**config.mk**
```make
export PLATFORM = sky130hd
export DESIGN_NAME = spi_word_tx
export DESIGN_NICKNAME = d
export VERILOG_FILES = /design/src/rtl/spitx_pkg.sv /design/src/rtl/spitx_ticker.sv /design/src/rtl/spitx_shreg.sv /design/src/rtl/spi_word_tx.sv
export SDC_FILE = /design/constraint.sdc
export NUM_CORES = 1
export LEC_CHECK = 0
export ABC_AREA = 1
export CAP_MARGIN = 40
export CORE_MARGIN = 4
export CORE_UTILIZATION = 52
export CTS_CLUSTER_SIZE = 8
export DETAILED_ROUTE_END_ITERATION = 16
export DONT_BUFFER_PORTS = 1
export GPL_TIMING_DRIVEN = 0
export PLACE_DENSITY = 0.78
export SYNTH_ARGS = -nofsm -noshare
export SYNTH_HDL_FRONTEND = slang
export SYNTH_SLANG_ARGS = --single-unit
```
**constraint.sdc**
```tcl
create_clock -name clk -period 1.5 [get_ports clk]
set_input_delay 0.3 -clock clk [delete_from_list [all_inputs] [get_ports clk]]
set_output_delay 0.3 -clock clk [all_outputs]
set_load 0.005 [all_outputs]
```
**src/rtl/spitx_pkg.sv**
```systemverilog
package spitx_pkg;
  typedef enum logic [2:0] {
    ST_IDLE,
    ST_CS_SETUP,
    ST_CLK_LO,
    ST_CLK_HI,
    ST_CS_RELEASE
  } spitx_state_e;
endpackage

```
**src/rtl/spitx_ticker.sv**
```systemverilog
// Down-counting interval timer: loaded with N-1, expired while at zero.
module spitx_ticker #(
  parameter int CW = 8
) (
  input  logic          clk,
  input  logic          rst,
  input  logic          load,
  input  logic [CW-1:0] load_val,
  output logic          expired
);
  logic [CW-1:0] cnt_q;

  always_ff @(posedge clk) begin
    if (rst)                cnt_q <= '0;
    else if (load)          cnt_q <= load_val;
    else if (cnt_q != '0)   cnt_q <= cnt_q - 1'b1;
  end

  assign expired = (cnt_q == '0);

  p_count_settles_r5: assert property (@(posedge clk) disable iff (rst)
    (!load && !expired) |=> (cnt_q == $past(cnt_q) - 1'b1));
endmodule

```
**src/rtl/spitx_shreg.sv**
```systemverilog
// Left-shifting word register presenting its top bit.
module spitx_shreg #(
  parameter int W = 16
) (
  input  logic         clk,
  input  logic         rst,
  input  logic         load,
  input  logic [W-1:0] load_word,
  input  logic         shift,
  output logic         top_bit
);
  logic [W-1:0] sr_q;

  always_ff @(posedge clk) begin
    if (rst)        sr_q <= '0;
    else if (load)  sr_q <= load_word;
    else if (shift) sr_q <= {sr_q[W-2:0], 1'b0};
  end

  assign top_bit = sr_q[W-1];

  p_shift_moves_r4: assert property (@(posedge clk) disable iff (rst)
    (shift && !load) |=> (sr_q[W-1] == $past(sr_q[W-2])));
endmodule

```
**src/rtl/spi_word_tx.sv**
```systemverilog
module spi_word_tx
  import spitx_pkg::*;
#(
  parameter int WORD_BITS   = 16,
  parameter int SETUP_TICKS = 40,
  parameter int HALF_TICKS  = 40,
  parameter int GAP_TICKS   = 200
) (
  input  logic                 clk,
  input  logic                 rst,
  input  logic                 in_valid,
  output logic                 in_ready,
  input  logic [WORD_BITS-1:0] in_word,
  output logic                 busy,
  output logic                 cs_n,
  output logic                 sclk,
  output logic                 mosi
);
  localparam int MAX_A = (SETUP_TICKS > HALF_TICKS) ? SETUP_TICKS : HALF_TICKS;
  localparam int MAX_T = (MAX_A > GAP_TICKS) ? MAX_A : GAP_TICKS;
  localparam int CW    = $clog2(MAX_T + 1);
  localparam int BW    = (WORD_BITS > 1) ? $clog2(WORD_BITS) : 1;
  localparam logic [CW-1:0] SETUP_LD = CW'(SETUP_TICKS - 1);
  localparam logic [CW-1:0] HALF_LD  = CW'(HALF_TICKS - 1);
  localparam logic [CW-1:0] GAP_LD   = CW'(GAP_TICKS - 1);
  localparam logic [BW-1:0] LAST_BIT = BW'(WORD_BITS - 1);

  spitx_state_e  state_q, state_d;
  logic [BW-1:0] bit_q;
  logic          tmr_load, tmr_expired;
  logic [CW-1:0] tmr_val;
  logic          sh_load, sh_shift, sh_top;
  logic          bit_clr, bit_inc;
  logic          framing;

  spitx_ticker #(.CW(CW)) u_ticker (
    .clk      (clk),
    .rst      (rst),
    .load     (tmr_load),
    .load_val (tmr_val),
    .expired  (tmr_expired)
  );

  spitx_shreg #(.W(WORD_BITS)) u_shreg (
    .clk       (clk),
    .rst       (rst),
    .load      (sh_load),
    .load_word (in_word),
    .shift     (sh_shift),
    .top_bit   (sh_top)
  );

  always_comb begin
    state_d  = state_q;
    tmr_load = 1'b0;
    tmr_val  = '0;
    sh_load  = 1'b0;
    sh_shift = 1'b0;
    bit_clr  = 1'b0;
    bit_inc  = 1'b0;
    unique case (state_q)
      ST_IDLE: if (in_valid) begin
        state_d  = ST_CS_SETUP;
        tmr_load = 1'b1;
        tmr_val  = SETUP_LD;
        sh_load  = 1'b1;
      end
      ST_CS_SETUP: if (tmr_expired) begin
        state_d  = ST_CLK_LO;
        tmr_load = 1'b1;
        tmr_val  = HALF_LD;
        bit_clr  = 1'b1;
      end
      ST_CLK_LO: if (tmr_expired) begin
        state_d  = ST_CLK_HI;
        tmr_load = 1'b1;
        tmr_val  = HALF_LD;
      end
      ST_CLK_HI: if (tmr_expired) begin
        tmr_load = 1'b1;
        if (bit_q == LAST_BIT) begin
          state_d = ST_CS_RELEASE;
          tmr_val = GAP_LD;
        end else begin
          state_d  = ST_CLK_LO;
          tmr_val  = HALF_LD;
          sh_shift = 1'b1;
          bit_inc  = 1'b1;
        end
      end
      ST_CS_RELEASE: if (tmr_expired) state_d = ST_IDLE;
      default: state_d = ST_IDLE;
    endcase
  end

  always_ff @(posedge clk) begin
    if (rst) begin
      state_q <= ST_IDLE;
      bit_q   <= '0;
    end else begin
      state_q <= state_d;
      if (bit_clr)      bit_q <= '0;
      else if (bit_inc) bit_q <= bit_q + 1'b1;
    end
  end

  assign framing  = (state_q == ST_CLK_LO) || (state_q == ST_CLK_HI);
  assign in_ready = (state_q == ST_IDLE);
  assign busy     = !in_ready;
  assign cs_n     = !(framing || state_q == ST_CS_SETUP);
  assign sclk     = (state_q == ST_CLK_HI);
  assign mosi     = framing && sh_top;

  p_sclk_needs_cs_r8: assert property (@(posedge clk) disable iff (rst)
    sclk |-> !cs_n);
  p_mosi_still_hi_r5: assert property (@(posedge clk) disable iff (rst)
    sclk |-> $stable(mosi));
  p_ready_idle_lines_r2: assert property (@(posedge clk) disable iff (rst)
    in_ready |-> (cs_n && !sclk && !mosi));
  p_cs_fall_on_accept_r3: assert property (@(posedge clk) disable iff (rst)
    $fell(cs_n) |-> $past(in_valid && in_ready));
  p_gap_lines_idle_r6: assert property (@(posedge clk) disable iff (rst)
    (state_q == ST_CS_RELEASE) |-> (cs_n && !sclk && !mosi && busy));
  p_stall_no_effect_r7: assert property (@(posedge clk) disable iff (rst)
    (busy && state_q != ST_CS_RELEASE) |=> !in_ready);
endmodule

```
==> Yosys cells after proc, flatten, opt, wreduce, memory -nomap -nowiden <==
Index checks and enable logic that the tools add are counted.
{ "classes": {"addsub": 2, "multipliers": 0, "n_div": 0, "magnitude_cmp": 0, "n_eq_ne": 10, "n_shift": 0, "n_mux": 24, "bitwise": 0, "reduce_logical": 14} }
{ "op_table": {"columns": ["cell", "count"], "rows": [
  ["2-to-1 mux 16 bit", 2],
  ["2-to-1 mux 8 bit", 4],
  ["case mux 8 bit (3 select lines)", 1],
  ["2-to-1 mux 3 bit", 6],
  ["case mux 3 bit (5 select lines)", 1],
  ["2-to-1 mux 6 bit", 2],
  ["zero test 8 bit", 1],
  ["inequality test 2 bit (second input constant)", 4],
  ["nonzero test 8 bit", 1],
  ["subtractor 8 x 1 -> 8 bit (second input constant)", 1],
  ["2-to-1 mux 1 bit", 7],
  ["== test 3 x 2 -> 1 bit (second input constant)", 2],
  ["AND reduction 5 bit", 1],
  ["adder 4 x 1 -> 4 bit (second input constant)", 1],
  ["== test 4 bit (second input constant)", 1],
  ["nonzero test 2 bit", 2],
  ["OR reduction 2 bit", 2],
  ["== test 3 x 1 -> 1 bit (second input constant)", 1],
  ["== test 3 bit (second input constant)", 1],
  ["zero test 3 bit", 1],
  ["OR reduction 3 bit", 1],
  ["zero test 1 bit", 2],
  ["logical OR 1 bit", 2],
  ["inequality test 2 x 1 -> 1 bit (second input constant)", 1],
  ["other kinds (2)", 2]
]} }
{ "totals": {"ff_bits": 31, "latch_bits": 0, "mem_bits_rw": 0, "rom_bits": 0, "output_inout_bits": 5, "elab_cells": 54, "n_memories": 0} }

==> Logic depth before layout (Yosys ltp) <==
Gate-level depths: netlist of run 1.
{ "logic_depth": {"ltp_word": 6, "ltp_mapped": 10, "ltp_nobuf": 10} }

==> Hierarchy <==
A second synthesis of run 1 with hierarchy kept.
{ "hier_totals": {"hier_cells": 263, "hier_area_um2": 1730.4} }
{ "modules_own_cells": {"columns": ["module", "instances", "cells_each", "area_each_um2", "seq_area_each_um2"], "rows": [
  ["spitx_shreg", 1, 121, 799.5, 320.3],
  ["spitx_ticker", 1, 70, 473.0, 160.2],
  ["spi_word_tx", 1, 72, 457.9, 140.1]
]} }

==> Worst setup path before layout of run 1 <==
OpenSTA, ideal clock, no wires.
{ "synth_path": {"kind": "register to register", "from": "register u_ticker.cnt_q[0]", "to": "register u_shreg.sr_q[10]", "t_arrival_ns": 1.370, "required_ns": 1.430, "slack_ns": 0.060, "stages_incl_launch_ff": 9, "period_less_slack_ns": 1.440, "cell_sequence": "dfxtp_1 inv_1 ha_1 nand2_1 nor2_8 nand2_4 buf_2 nand3_1 a21oi_2"} }
{ "synth_via": {"elab_chain_len": 4} }
{ "synth_rtl": {"columns": ["element", "line", "rtl"], "rows": [
  ["start, declared", "spitx_ticker.sv:11", "logic [CW-1:0] cnt_q;"],
  ["start signal, assigned", "spitx_ticker.sv:15", "else if (load) cnt_q <= load_val;"],
  ["start signal, assigned", "spitx_ticker.sv:16", "else if (cnt_q != '0) cnt_q <= cnt_q - 1'b1;"],
  ["zero test 8 bit", "spitx_ticker.sv:19", "assign expired = (cnt_q == '0);"],
  ["2-to-1 mux 1 bit", "spi_word_tx.sv:79", "ST_CLK_HI: if (tmr_expired) begin"],
  ["2-to-1 mux 1 bit", "spi_word_tx.sv:61", "unique case (state_q)"],
  ["nonzero test 2 bit (no line)", null, null],
  ["end signal, assigned", "spitx_shreg.sv:16", "else if (load) sr_q <= load_word;"],
  ["end signal, assigned", "spitx_shreg.sv:17", "else if (shift) sr_q <= {sr_q[W-2:0], 1'b0};"],
  ["end, declared", "spitx_shreg.sv:12", "logic [W-1:0] sr_q;"]
]} }
No other way between the ends.
A chain may end at the register's enable or synchronous reset.

==> Final worst setup path of run 1 <==
{ "layout_path": {"from": "register bit_q[0]", "to": "register u_shreg.sr_q[9]"} }
{ "layout_via": {"elab_chain_len": 5} }
{ "layout_rtl": {"columns": ["element", "line", "rtl"], "rows": [
  ["start, declared", "spi_word_tx.sv:29", "logic [BW-1:0] bit_q;"],
  ["start signal, assigned", "spi_word_tx.sv:103", "else if (bit_inc) bit_q <= bit_q + 1'b1;"],
  ["== test 4 bit", "spi_word_tx.sv:81", "if (bit_q == LAST_BIT) begin"],
  ["2-to-1 mux 1 bit", "spi_word_tx.sv:81", null],
  ["2-to-1 mux 1 bit", "spi_word_tx.sv:79", null],
  ["2-to-1 mux 1 bit", "spi_word_tx.sv:61", null],
  ["nonzero test 2 bit (no line)", null, null]
]} }
No other way between the ends.

==> reports/results.ini, run 1 <==
[floorplan]
num_rows = 20
initial_core_util = 0.558
io_pins = 24
die_area_sq_um = 4350
core_sq_um = 3130
die_w_um = 66.0
die_h_um = 66.0

[placed_design]
dpl.hpwl_mm = 2.62
dpl.cell_count = 297
place_area_sq_um = 1800
io_buffers = 0
post-place-ws_ns = -0.143
gp_congestion = 0.826

[power]
cellLeakagePower_nw = 0.875
pwr-share-clk = 0.192
intPower_mw = 2.12
power_density_nw_per_um2 = 1860
total_power_mw = 3.73
p_comb_frac = 0.487
p_sw_mw = 1.61
swShare = 0.432
vdd_drop_max_mv = 0.789
power_frac_seq = 0.321

[drt]
wl_mm = 3.86
via_per_inst = 5.17
drc = 0
drt_iter0_markers = 59
drt-pass1-iter-count = 4
wl_per_cell_um = 12.4
route.vias.total = 1614
postRouteAntennaNets = 0

[setup_path]
crit_top_cell = nand2_8
cp_slowest_stage_delay_ns = 0.35
critPathTopFamily = simple AND/OR/NAND/NOR gates
arrival_ns = 1.73
end_kind = flop
crit_required_ns = 1.79
path_cells = ha_1 -> nand3_1 -> inv_2 -> nor2_4 -> nand2_8 -> nand2_8 -> clkbuf_16 -> nand2_2 -> a21oi_2
critical_path_class = flop to flop
cp-start-kind = flop
slowest_stage = dfxtp_2
cp_num_buf_inv = 2
cp_max_fo = 9

[timing]
fin_skew_ns = 0.00970
setup_viol_count_final = 0
slew_headroom = 0.597
period_minus_slack_ns = 1.44
fin_ws_ns = 0.0609
finalCritPeriodShare = 0.959
max_freq_mhz = 695
finalMaxSlewViolations = 0
hold_viol = 0
whs_ns = 0.0873
rsz0062_at_grt = true
finalSetupTns_ns = 0
max_slew.worst_pin.slew_ns = 0.604

[worst_hold_path]
min_path_type = primary input to flop

[global_routing]
antenna_found_initial = 0
grt_max_degree = 11
overflow = 0
grt_pass1_vias = 1473
gr-usage-all-layers = 0.195
grt_pass1_wl_mm = 6.55

[synth]
syn_nets = 275
yosysSeqAreaShare = 0.355
syn_inst = 253
synth-seq-cells = 31
ys.flop_type = dfxtp_1
syn_area_sq_um = 1750
async_reset_ff_frac = 0
ys_warn_count = 0
syn_area_per_cell_sq_um = 6.90
synth.distinct_cells = 31
synth_edf_count = 0

[clocking]
cts_buffers = 5
htreeDepth = 2
cts_tree = yes
ctsHoldBuffers = 0
ctsLongestPathBuffers = 2
clock_sinks = 31
root_buffer = clkbuf_4
clk_pin_slew_ns = 0.11
clk_latency_ns = 0.35

[cells_and_area]
finalNetCount = 289
post-route-util = 0.639
synthToLayoutAreaGrowth_pct = 14.4
fin_cells = 312
diodes = 0
drive_above_1_share = 0.235
fin_area_sq_um = 2000

[run]
cap_viol_max_count = 0

[outcome]
outcome = finished clean

-- final timing paths --
path	startpoint	to	slack [ns]	cells past startpoint
max	bit_q[0]	u_shreg.sr_q[9]	0.06	9
min	in_word[0]	u_shreg.sr_q[0]	0.09	2
max reg2reg	bit_q[0]	u_shreg.sr_q[9]	0.06	9
min reg2reg	u_shreg.sr_q[0]	u_shreg.sr_q[0]	0.49	2
-- area by class of cell --
class / count / area [sq um]
Inverter: 21 / 81.3
Timing Repair Buffer: 7 / 70.1
Sequential cell: 31 / 627
Tap cell: 44 / 55.1
Multi-Input combinational cell: 193 / 1010
Fill cell: 291 / 1130
Buffer: 8 / 67.6
Clock inverter: 2 / 35.0
Clock buffer: 6 / 51.3
-- what timing repair did --
item	in CTS	in global routing
pin swaps	1	2
setup buffers	2	4
cloned	0	1
resized for setup	5	13
setup endpoints to repair	19	27
-- state kept, by name, summed over array words and instances, names as in the netlist --
register        flops
bit_q               4
state_q             3
u_shreg.sr_q       16
u_ticker.cnt_q      8
-- power by group through the flow --
stage | Clock (mW) | Sequential [mW] | Combinational (mW)
final | 0.715 | 1.20 | 1.81
after global routing | 0.757 | 1.22 | 2.05
after CTS | 0.728 | 1.19 | 1.71
after detailed placement | 0 | 1.21 | 1.62
after global placement | 0 | 1.20 | 1.60
after floorplan | 0 | 1.17 | 1.36
-- cell usage after synthesis (2+ instances only) --
master	count	area, sq um
nand3_1	27	135
buf_2	2	10.0
clkbuf_1	2	7.51
nor2_1	27	101
xor2_1	2	17.5
o21ai_0	6	30.0
inv_1	17	63.8
nand2_1	78	293
a21oi_1	14	70.1
nor3_1	2	10.0
ha_1	3	37.5
dfxtp_1	31	621
nor2_4	3	33.8
a21oi_2	8	70.1
inv_2	4	15.0
o21ai_1	3	15.0
nand4_1	2	12.5
nand2_2	9	56.3
-- cells by family after synthesis --
kind of cell | Yosys count | share of synthesized area
buffers and inverters | 29 | 0.0795
XOR/XNOR | 2 | 0.0100
flip-flops | 31 | 0.355
adder cells (fa/ha/maj) | 3 | 0.0215
AND/OR/NAND/NOR | 156 | 0.424
AO/OA/AOI/OAI | 32 | 0.110
-- layout by cell type (no fill, tap or decap), types with 2 or more instances in the layout --
cell type | netlist | layout
a21oi_1 | 14 | 14
a21oi_2 | 8 | 8
buf_4 | 1 | 7
buf_6 | 1 | 2
clkbuf_1 | 2 | 2
clkbuf_4 | 0 | 5
dfxtp_1 | 31 | 26
dfxtp_2 | 0 | 5
ha_1 | 3 | 3
inv_1 | 17 | 13
inv_2 | 4 | 7
nand2_1 | 78 | 76
nand2_2 | 9 | 11
nand2_8 | 1 | 2
nand3_1 | 27 | 26
nand3_2 | 1 | 2
nand4_1 | 2 | 2
nor2_1 | 27 | 27
nor2_4 | 3 | 4
nor3_1 | 2 | 2
o21ai_0 | 6 | 6
o21ai_1 | 3 | 3
xor2_1 | 2 | 2
-- routing by layer --
| metal | vias to the layer above | global-route usage | share of wire |
|---|---|---|---|
| met5 | - | 0 | 0 |
| met1 | 724 | 0.246 | 0.45 |
| met3 | 8 | 0.0561 | 0.065 |
| met4 | 0 | 0.0736 | 0.014 |
| met2 | 39 | 0.313 | 0.47 |
| li1 | 843 | - | - |
Power figures use the tool's default switching activity.
==> run 2: changes to the inputs <==
--- a/config.mk
+++ b/config.mk
@@ -6,14 +6,14 @@
 export NUM_CORES = 1
 export LEC_CHECK = 0
 export ABC_AREA = 1
+export BUFFER_PORTS_ARGS = -buffer_cell sky130_fd_sc_hd__buf_4
 export CAP_MARGIN = 40
 export CORE_MARGIN = 4
-export CORE_UTILIZATION = 52
+export CORE_UTILIZATION = 51
 export CTS_CLUSTER_SIZE = 8
 export DETAILED_ROUTE_END_ITERATION = 16
-export DONT_BUFFER_PORTS = 1
 export GPL_TIMING_DRIVEN = 0
-export PLACE_DENSITY = 0.78
+export PLACE_DENSITY = 0.83
 export SYNTH_ARGS = -nofsm -noshare
 export SYNTH_HDL_FRONTEND = slang
 export SYNTH_SLANG_ARGS = --single-unit
==> reports/results.ini, run 2 (same netlist as run 1, synthesis figures left out) <==
[outcome]
outcome = finished clean  ; unchanged

[cells_and_area]
largest_reg_flops = 16  ; unchanged
finalNetCount = 314  ; was 289
layout_commonest_cell = nand2_1  ; unchanged
fin_cells = 337  ; was 312
synthToLayoutAreaGrowth_pct = 27.4  ; was 14.4%
largest-register = u_shreg.sr_q  ; unchanged
fillerInstances = 268  ; was 291
fin_area_sq_um = 2230  ; was 2000 sq um
reg_top3 = u_shreg.sr_q x16, u_ticker.cnt_q x8, bit_q x4  ; unchanged
multi_input_area_sq_um = 1050  ; was 1010 sq um
diodes = 0  ; unchanged
final-seq-area_sq_um = 636  ; was 627 sq um
final_cell_mix = nand2_1 (74), buf_4 (29), nand3_1 (27), dfxtp_1 (25), nor2_1 (24)  ; was nand2_1 (76), nor2_1 (27), nand3_1 (26), dfxtp_1 (26), a21oi_1 (14)
drive_above_1_share = 0.331  ; was 0.235

[setup_path]
critical_path_class = flop to output pin  ; was flop to flop
crit_required_ns = 1.20  ; was 1.79 ns
arrival_ns = 1.15  ; was 1.73 ns
cp-start-kind = flop  ; unchanged
cp_max_fo = 6  ; was 9
end_kind = output pin  ; was flop

[timing]
finalSetupTns_ns = 0  ; unchanged
setup_viol_count_final = 0  ; unchanged
max_slew.worst_pin.slew_ns = 0.639  ; was 0.604 ns
fin_ws_ns = 0.0465  ; was 0.0609 ns
max_freq_mhz = 688  ; was 695 MHz
finalCritPeriodShare = 0.969  ; was 0.959
rsz0062_at_grt = true  ; unchanged
period_minus_slack_ns = 1.45  ; was 1.44 ns
hold_viol = 0  ; unchanged
slew_headroom = 0.574  ; was 0.597
fin_skew_ns = 0.0131  ; was 0.00970 ns
finalMaxSlewViolations = 0  ; unchanged

[clocking]
ctsLongestPathBuffers = 2  ; unchanged
cts_tree = yes  ; unchanged
clk_latency_ns = 0.34  ; was 0.35 ns
cts_buffers = 5  ; unchanged
clk_pin_slew_ns = 0.10  ; was 0.11 ns
root_buffer = clkbuf_4  ; unchanged
htreeDepth = 2  ; unchanged
clock_sinks = 31  ; unchanged

[floorplan]
die_h_um = 66.5  ; was 66.0 um
io_pins = 24  ; unchanged
core_sq_um = 3150  ; was 3130 sq um
initial_core_util = 0.554  ; was 0.558
num_rows = 20  ; unchanged
die_w_um = 66.5  ; was 66.0 um
die_area_sq_um = 4420  ; was 4350 sq um

[placed_design]
place_area_sq_um = 1970  ; was 1800 sq um
io_buffers = 23  ; was 0
dpl.hpwl_mm = 2.67  ; was 2.62 mm
dpl.cell_count = 320  ; was 297
post-place-ws_ns = -0.159  ; was -0.143 ns
gp_congestion = 0.854  ; was 0.826

[global_routing]
gr-usage-all-layers = 0.200  ; was 0.195
grt_max_degree = 11  ; unchanged
grt_pass1_wl_mm = 6.71  ; was 6.55 mm
grt_pass1_vias = 1512  ; was 1473
antenna_found_initial = 0  ; unchanged
overflow = 0  ; unchanged

[drt]
route.vias.total = 1734  ; was 1614
drc = 0  ; unchanged
wl_mm = 4.25  ; was 3.86 mm
postRouteAntennaNets = 0  ; unchanged
drt-pass1-iter-count = 4  ; unchanged
via_per_inst = 5.15  ; was 5.17
wl_per_cell_um = 12.6  ; was 12.4 um
drt_iter0_markers = 107  ; was 59

[power]
cellLeakagePower_nw = 0.984  ; was 0.875 nW
total_power_mw = 3.96  ; was 3.73 mW
vdd_drop_max_mv = 0.889  ; was 0.789 mV
power_density_nw_per_um2 = 1780  ; was 1860 nW/um^2

[run]
cap_viol_max_count = 0  ; unchanged

[worst_hold_path]
min_path_type = primary input to flop  ; unchanged

==> run 2: cell type report <==
| type | count | area share |
|---|---|---|
| inverter | 21 | 0.0388 |
| multi-input combinational | 194 | 0.474 |
| buffer | 8 | 0.0320 |
| tap | 44 | 0.0247 |
| timing repair buffer | 31 | 0.114 |
| clock buffer | 8 | 0.0309 |
| sequential | 31 | 0.286 |
==> run 2: routing by layer <==
layer / vias to the layer above / global-route usage / routed length, um
li1: 895 / - / -
met2: 52 / 0.318 / 2070
met3: 7 / 0.0641 / 256
met4: 0 / 0.0914 / 96
met5: - / 0 / 0
met1: 780 / 0.243 / 1830
==> run 2: what timing repair did <==
item,in CTS,in global routing
setup buffers,2,5
hold buffers,0,0
resized for setup,13,24
pin swaps,2,5
endpoints found under the setup margin,27,30
cloned,1,1
==> run 2: through the flow <==
stage,hold slack (ns),utilization
finish,0.217,0.706
global route,0.204,0.706
CTS,0.208,0.667
detailed placement,0.479,0.626
global placement,0.472,0.626
floorplan,0.447,-
==> run 2: final timing paths <==
path	startpoint	to	slack, ns	cells after the start
worst min-delay path	in_word[0]	u_shreg.sr_q[0]	0.22	3
worst min register to register	u_shreg.sr_q[5]	u_shreg.sr_q[5]	0.49	2
worst max-delay path	state_q[0]	busy	0.05	3
worst max register to register	u_ticker.cnt_q[0]	u_shreg.sr_q[13]	0.05	9
==> run 2: critical path, stage by stage (launching register included) <==
cell and delay, ns:
dfxtp_4 0.38, nor2_4 0.19, nand2_2 0.10, buf_4 0.14
==> run 2: power breakdown <==
group          total (mW)  switching [mW]  internal, mW
registers            1.23           0.196          1.03
logic                2.16            1.26         0.904
clock network       0.575           0.300         0.276
total                3.96            1.75          2.21
==> run 3: changes to the inputs <==
--- a/config.mk
+++ b/config.mk
@@ -13,7 +13,8 @@
 export CTS_CLUSTER_SIZE = 8
 export DETAILED_ROUTE_END_ITERATION = 16
 export GPL_TIMING_DRIVEN = 0
-export PLACE_DENSITY = 0.83
+export PLACE_DENSITY = 0.81
 export SYNTH_ARGS = -nofsm -noshare
 export SYNTH_HDL_FRONTEND = slang
+export SYNTH_HIERARCHICAL = 1
 export SYNTH_SLANG_ARGS = --single-unit
==> reports/results.ini, run 3 <==
[timing]
finalMaxSlewViolations = 0  ; unchanged
period_minus_slack_ns = 1.57  ; was 1.45 ns
finalCritPeriodShare = 1.05  ; was 0.969
max_freq_mhz = 635  ; was 688 MHz
rsz0062_at_grt = true  ; unchanged
finalSetupTns_ns = -0.764  ; was 0 ns
hold_viol = 0  ; unchanged
fin_ws_ns = -0.0749  ; was 0.0465 ns
whs_ns = 0.212  ; was 0.217 ns
fin_skew_ns = 0.00662  ; was 0.0131 ns
setup_viol_count_final = 21  ; was 0

[worst_hold_path]
min_path_type = primary input to flop  ; unchanged
hp-start = rst  ; was in_word[0]

[synth]
syn_area_sq_um = 1730  ; was 1750 sq um
synth.top_cell.area_share = 0.359  ; was 0.355
synth_top_cells_by_area = dfxtp_1 (36%), nand2_1 (18%), nand3_1 (10%)  ; was dfxtp_1 (36%), nand2_1 (17%), nand3_1 (7.7%)
synth_top_family_by_area = simple AND/OR/NAND/NOR gates  ; unchanged
synth_edf_count = 0  ; unchanged
synth_top_cell_by_area = dfxtp_1  ; unchanged
yosysSeqAreaShare = 0.359  ; was 0.355
ys_warn_count = 6  ; was 0
async_reset_ff_frac = 0  ; unchanged
synth.distinct_cells = 28  ; was 31
synth_compound_gate_area_share = 0.0665  ; was 0.110
synth_common_cells = nand2_1 (85), nand3_1 (36), dfxtp_1 (31), inv_1 (31), nor2_1 (19)  ; was nand2_1 (78), dfxtp_1 (31), nand3_1 (27), nor2_1 (27), inv_1 (17)
syn_inst = 263  ; was 253
synth-seq-cells = 31  ; unchanged
synth_mux_area_frac = 0  ; unchanged
ys.flop_type = dfxtp_1  ; unchanged
synth-simple-area-share = 0.419  ; was 0.424
syn_area_per_cell_sq_um = 6.58  ; was 6.90 sq um
yosysMostFrequentCell = nand2_1  ; unchanged
synth_xor_area_frac = 0.0202  ; was 0.0100
synthAdderAreaFrac = 0.0145  ; was 0.0215

[cells_and_area]
synthToLayoutAreaGrowth_pct = 40.3  ; was 27.4%
post-route-util = 0.770  ; was 0.706
diodes = 0  ; unchanged
largest-register = u_shreg/sr_q  ; was u_shreg.sr_q
drive_above_1_share = 0.393  ; was 0.331
fin_area_sq_um = 2430  ; was 2230 sq um
fillerInstances = 256  ; was 268
finalNetCount = 333  ; was 314
layout_commonest_cell = nand2_1  ; unchanged
reg_top3 = u_shreg/sr_q x16, u_ticker/cnt_q x8, bit_q x4  ; was u_shreg.sr_q x16, u_ticker.cnt_q x8, bit_q x4
largest_reg_flops = 16  ; unchanged
final_cell_mix = nand2_1 (72), buf_4 (38), inv_1 (29), nand3_1 (24), dfxtp_1 (21)  ; was nand2_1 (74), buf_4 (29), nand3_1 (27), dfxtp_1 (25), nor2_1 (24)

[global_routing]
antenna_found_initial = 0  ; unchanged
grt_pass1_vias = 1592  ; was 1512
grt_max_degree = 13  ; was 11
grt_pass1_wl_mm = 6.89  ; was 6.71 mm
overflow = 0  ; unchanged
gr-usage-all-layers = 0.206  ; was 0.200

[placed_design]
post-place-ws_ns = -0.347  ; was -0.159 ns
place_area_sq_um = 2000  ; was 1970 sq um
gp_congestion = 0.820  ; was 0.854
io_buffers = 23  ; unchanged
dpl.hpwl_mm = 2.53  ; was 2.67 mm

[setup_path]
cp-start-kind = flop  ; unchanged
critical_path_class = flop to flop  ; was flop to output pin
crit_required_ns = 1.76  ; was 1.20 ns
cp_slowest_stage_delay_ns = 0.34  ; was 0.38 ns
slowest_stage = dfxtp_2  ; was dfxtp_4
end_kind = flop  ; was output pin
critPathTopFamily = simple AND/OR/NAND/NOR gates  ; was flip-flops
r2r_setup_slack_ns = -0.07  ; was 0.05 ns
arrival_ns = 1.83  ; was 1.15 ns
critPathLaunch = u_ticker/cnt_q[0]  ; was state_q[0]
cp_max_fo = 8  ; was 6
reg2reg_from = u_ticker/cnt_q[0]  ; was u_ticker.cnt_q[0]
cp_num_buf_inv = 4  ; was 1
path_cells = inv_2 -> ha_4 -> nand2_4 -> nor2_8 -> nand2_4 -> nor2_4 -> buf_6 -> nor2_8 -> buf_6 -> nand2_2 -> nand3_2 -> nand2_1 -> inv_1  ; was nor2_4 -> nand2_2 -> buf_4

[drt]
wl_mm = 4.40  ; was 4.25 mm
wl_per_cell_um = 12.3  ; was 12.6 um
drt-pass1-iter-count = 4  ; unchanged
drc = 0  ; unchanged
drt_iter0_markers = 111  ; was 107
via_per_inst = 5.08  ; was 5.15
postRouteAntennaNets = 0  ; unchanged
route.vias.total = 1813  ; was 1734

[run]
cap_viol_max_count = 0  ; unchanged

[clocking]
clk_latency_ns = 0.34  ; about the same
clk_pin_slew_ns = 0.10  ; about the same
cts_buffers = 5  ; unchanged
root_buffer = clkbuf_4  ; unchanged
ctsLongestPathBuffers = 2  ; unchanged
htreeDepth = 2  ; unchanged
cts_tree = yes  ; unchanged
clock_sinks = 31  ; unchanged

[floorplan]
die_area_sq_um = 4390  ; was 4420 sq um
initial_core_util = 0.549  ; was 0.554
core_sq_um = 3150  ; unchanged
num_rows = 20  ; unchanged
die_h_um = 66.3  ; was 66.5 um
die_w_um = 66.3  ; was 66.5 um
io_pins = 24  ; unchanged

[outcome]
outcome = finished with violations  ; was finished clean
violations = setup timing

[power]
vdd_drop_max_mv = 0.881  ; was 0.889 mV
power_density_nw_per_um2 = 1760  ; was 1780 nW/um^2
cellLeakagePower_nw = 1.21  ; was 0.984 nW

-- run 3: stage by stage --
step / cells / power (mW)
global route: 357 / 4.58
detailed placement: 331 / 2.97
floorplan: 264 / 2.59
CTS: 352 / 3.94
global placement: 331 / 2.93
finish: 357 / 4.27
-- run 3: kinds of logic (layout without fill, tap and decap cells) --
| family | after synthesis | count (layout) |
|---|---|---|
| other | 1 | 2 |
| AO/OA/AOI/OAI | 22 | 22 |
| flip-flops | 31 | 31 |
| adder cells (fa/ha/maj) | 2 | 2 |
| XOR/XNOR | 4 | 4 |
| AND/OR/NAND/NOR | 159 | 159 |
| buffers and inverters | 44 | 93 |
-- run 3: final timing paths --
check / endpoint / cells after the start
setup / recovery: u_shreg/sr_q[11] / 13
hold / removal: u_ticker/cnt_q[7] / 2
setup reg to reg: u_shreg/sr_q[11] / 13
hold reg to reg: u_shreg/sr_q[14] / 2
-- run 3: power by group --
part	switching [mW]	internal, mW
combinational	1.37	1.18
sequential	0.209	1.04
clock	0.301	0.174
-- run 3: worst reg2reg max path, cell delays in order, from the launching register on --
cell and delay, ns:
dfxtp_2 0.34, inv_2 0.08, ha_4 0.14, nand2_4 0.06, nor2_8 0.15, nand2_4 0.07, nor2_4 0.11, buf_6 0.14
nor2_8 0.05, buf_6 0.14, nand2_2 0.06, nand3_2 0.05, nand2_1 0.06, inv_1 0.04
-- run 3: final cells by class --
class	count	area, sq um	share of cell area
multi-input combinational	189	1120	0.462
inverter	35	144	0.0592
buffer	8	83.8	0.0345
clock buffer	5	37.5	0.0155
sequential	31	641	0.264
tap	44	55.1	0.0227
clock inverter	3	15.0	0.00618
timing repair buffer	42	330	0.136
-- run 3: what timing repair did --
action                     in CTS  in global routing
buffers inserted               12                  6
hold buffers                    0                  0
gates resized for setup        43                 30
cloned                          1                  0
pin swaps                      14                 10
setup endpoints to repair      32                 33
-- run 3: per-layer routing --
| layer | global-route usage | share of wire |
|---|---|---|
| met4 | 0.0761 | 0.018 |
| met5 | 0 | 0 |
| met3 | 0.0663 | 0.038 |
| met1 | 0.256 | 0.43 |
| met2 | 0.331 | 0.52 |
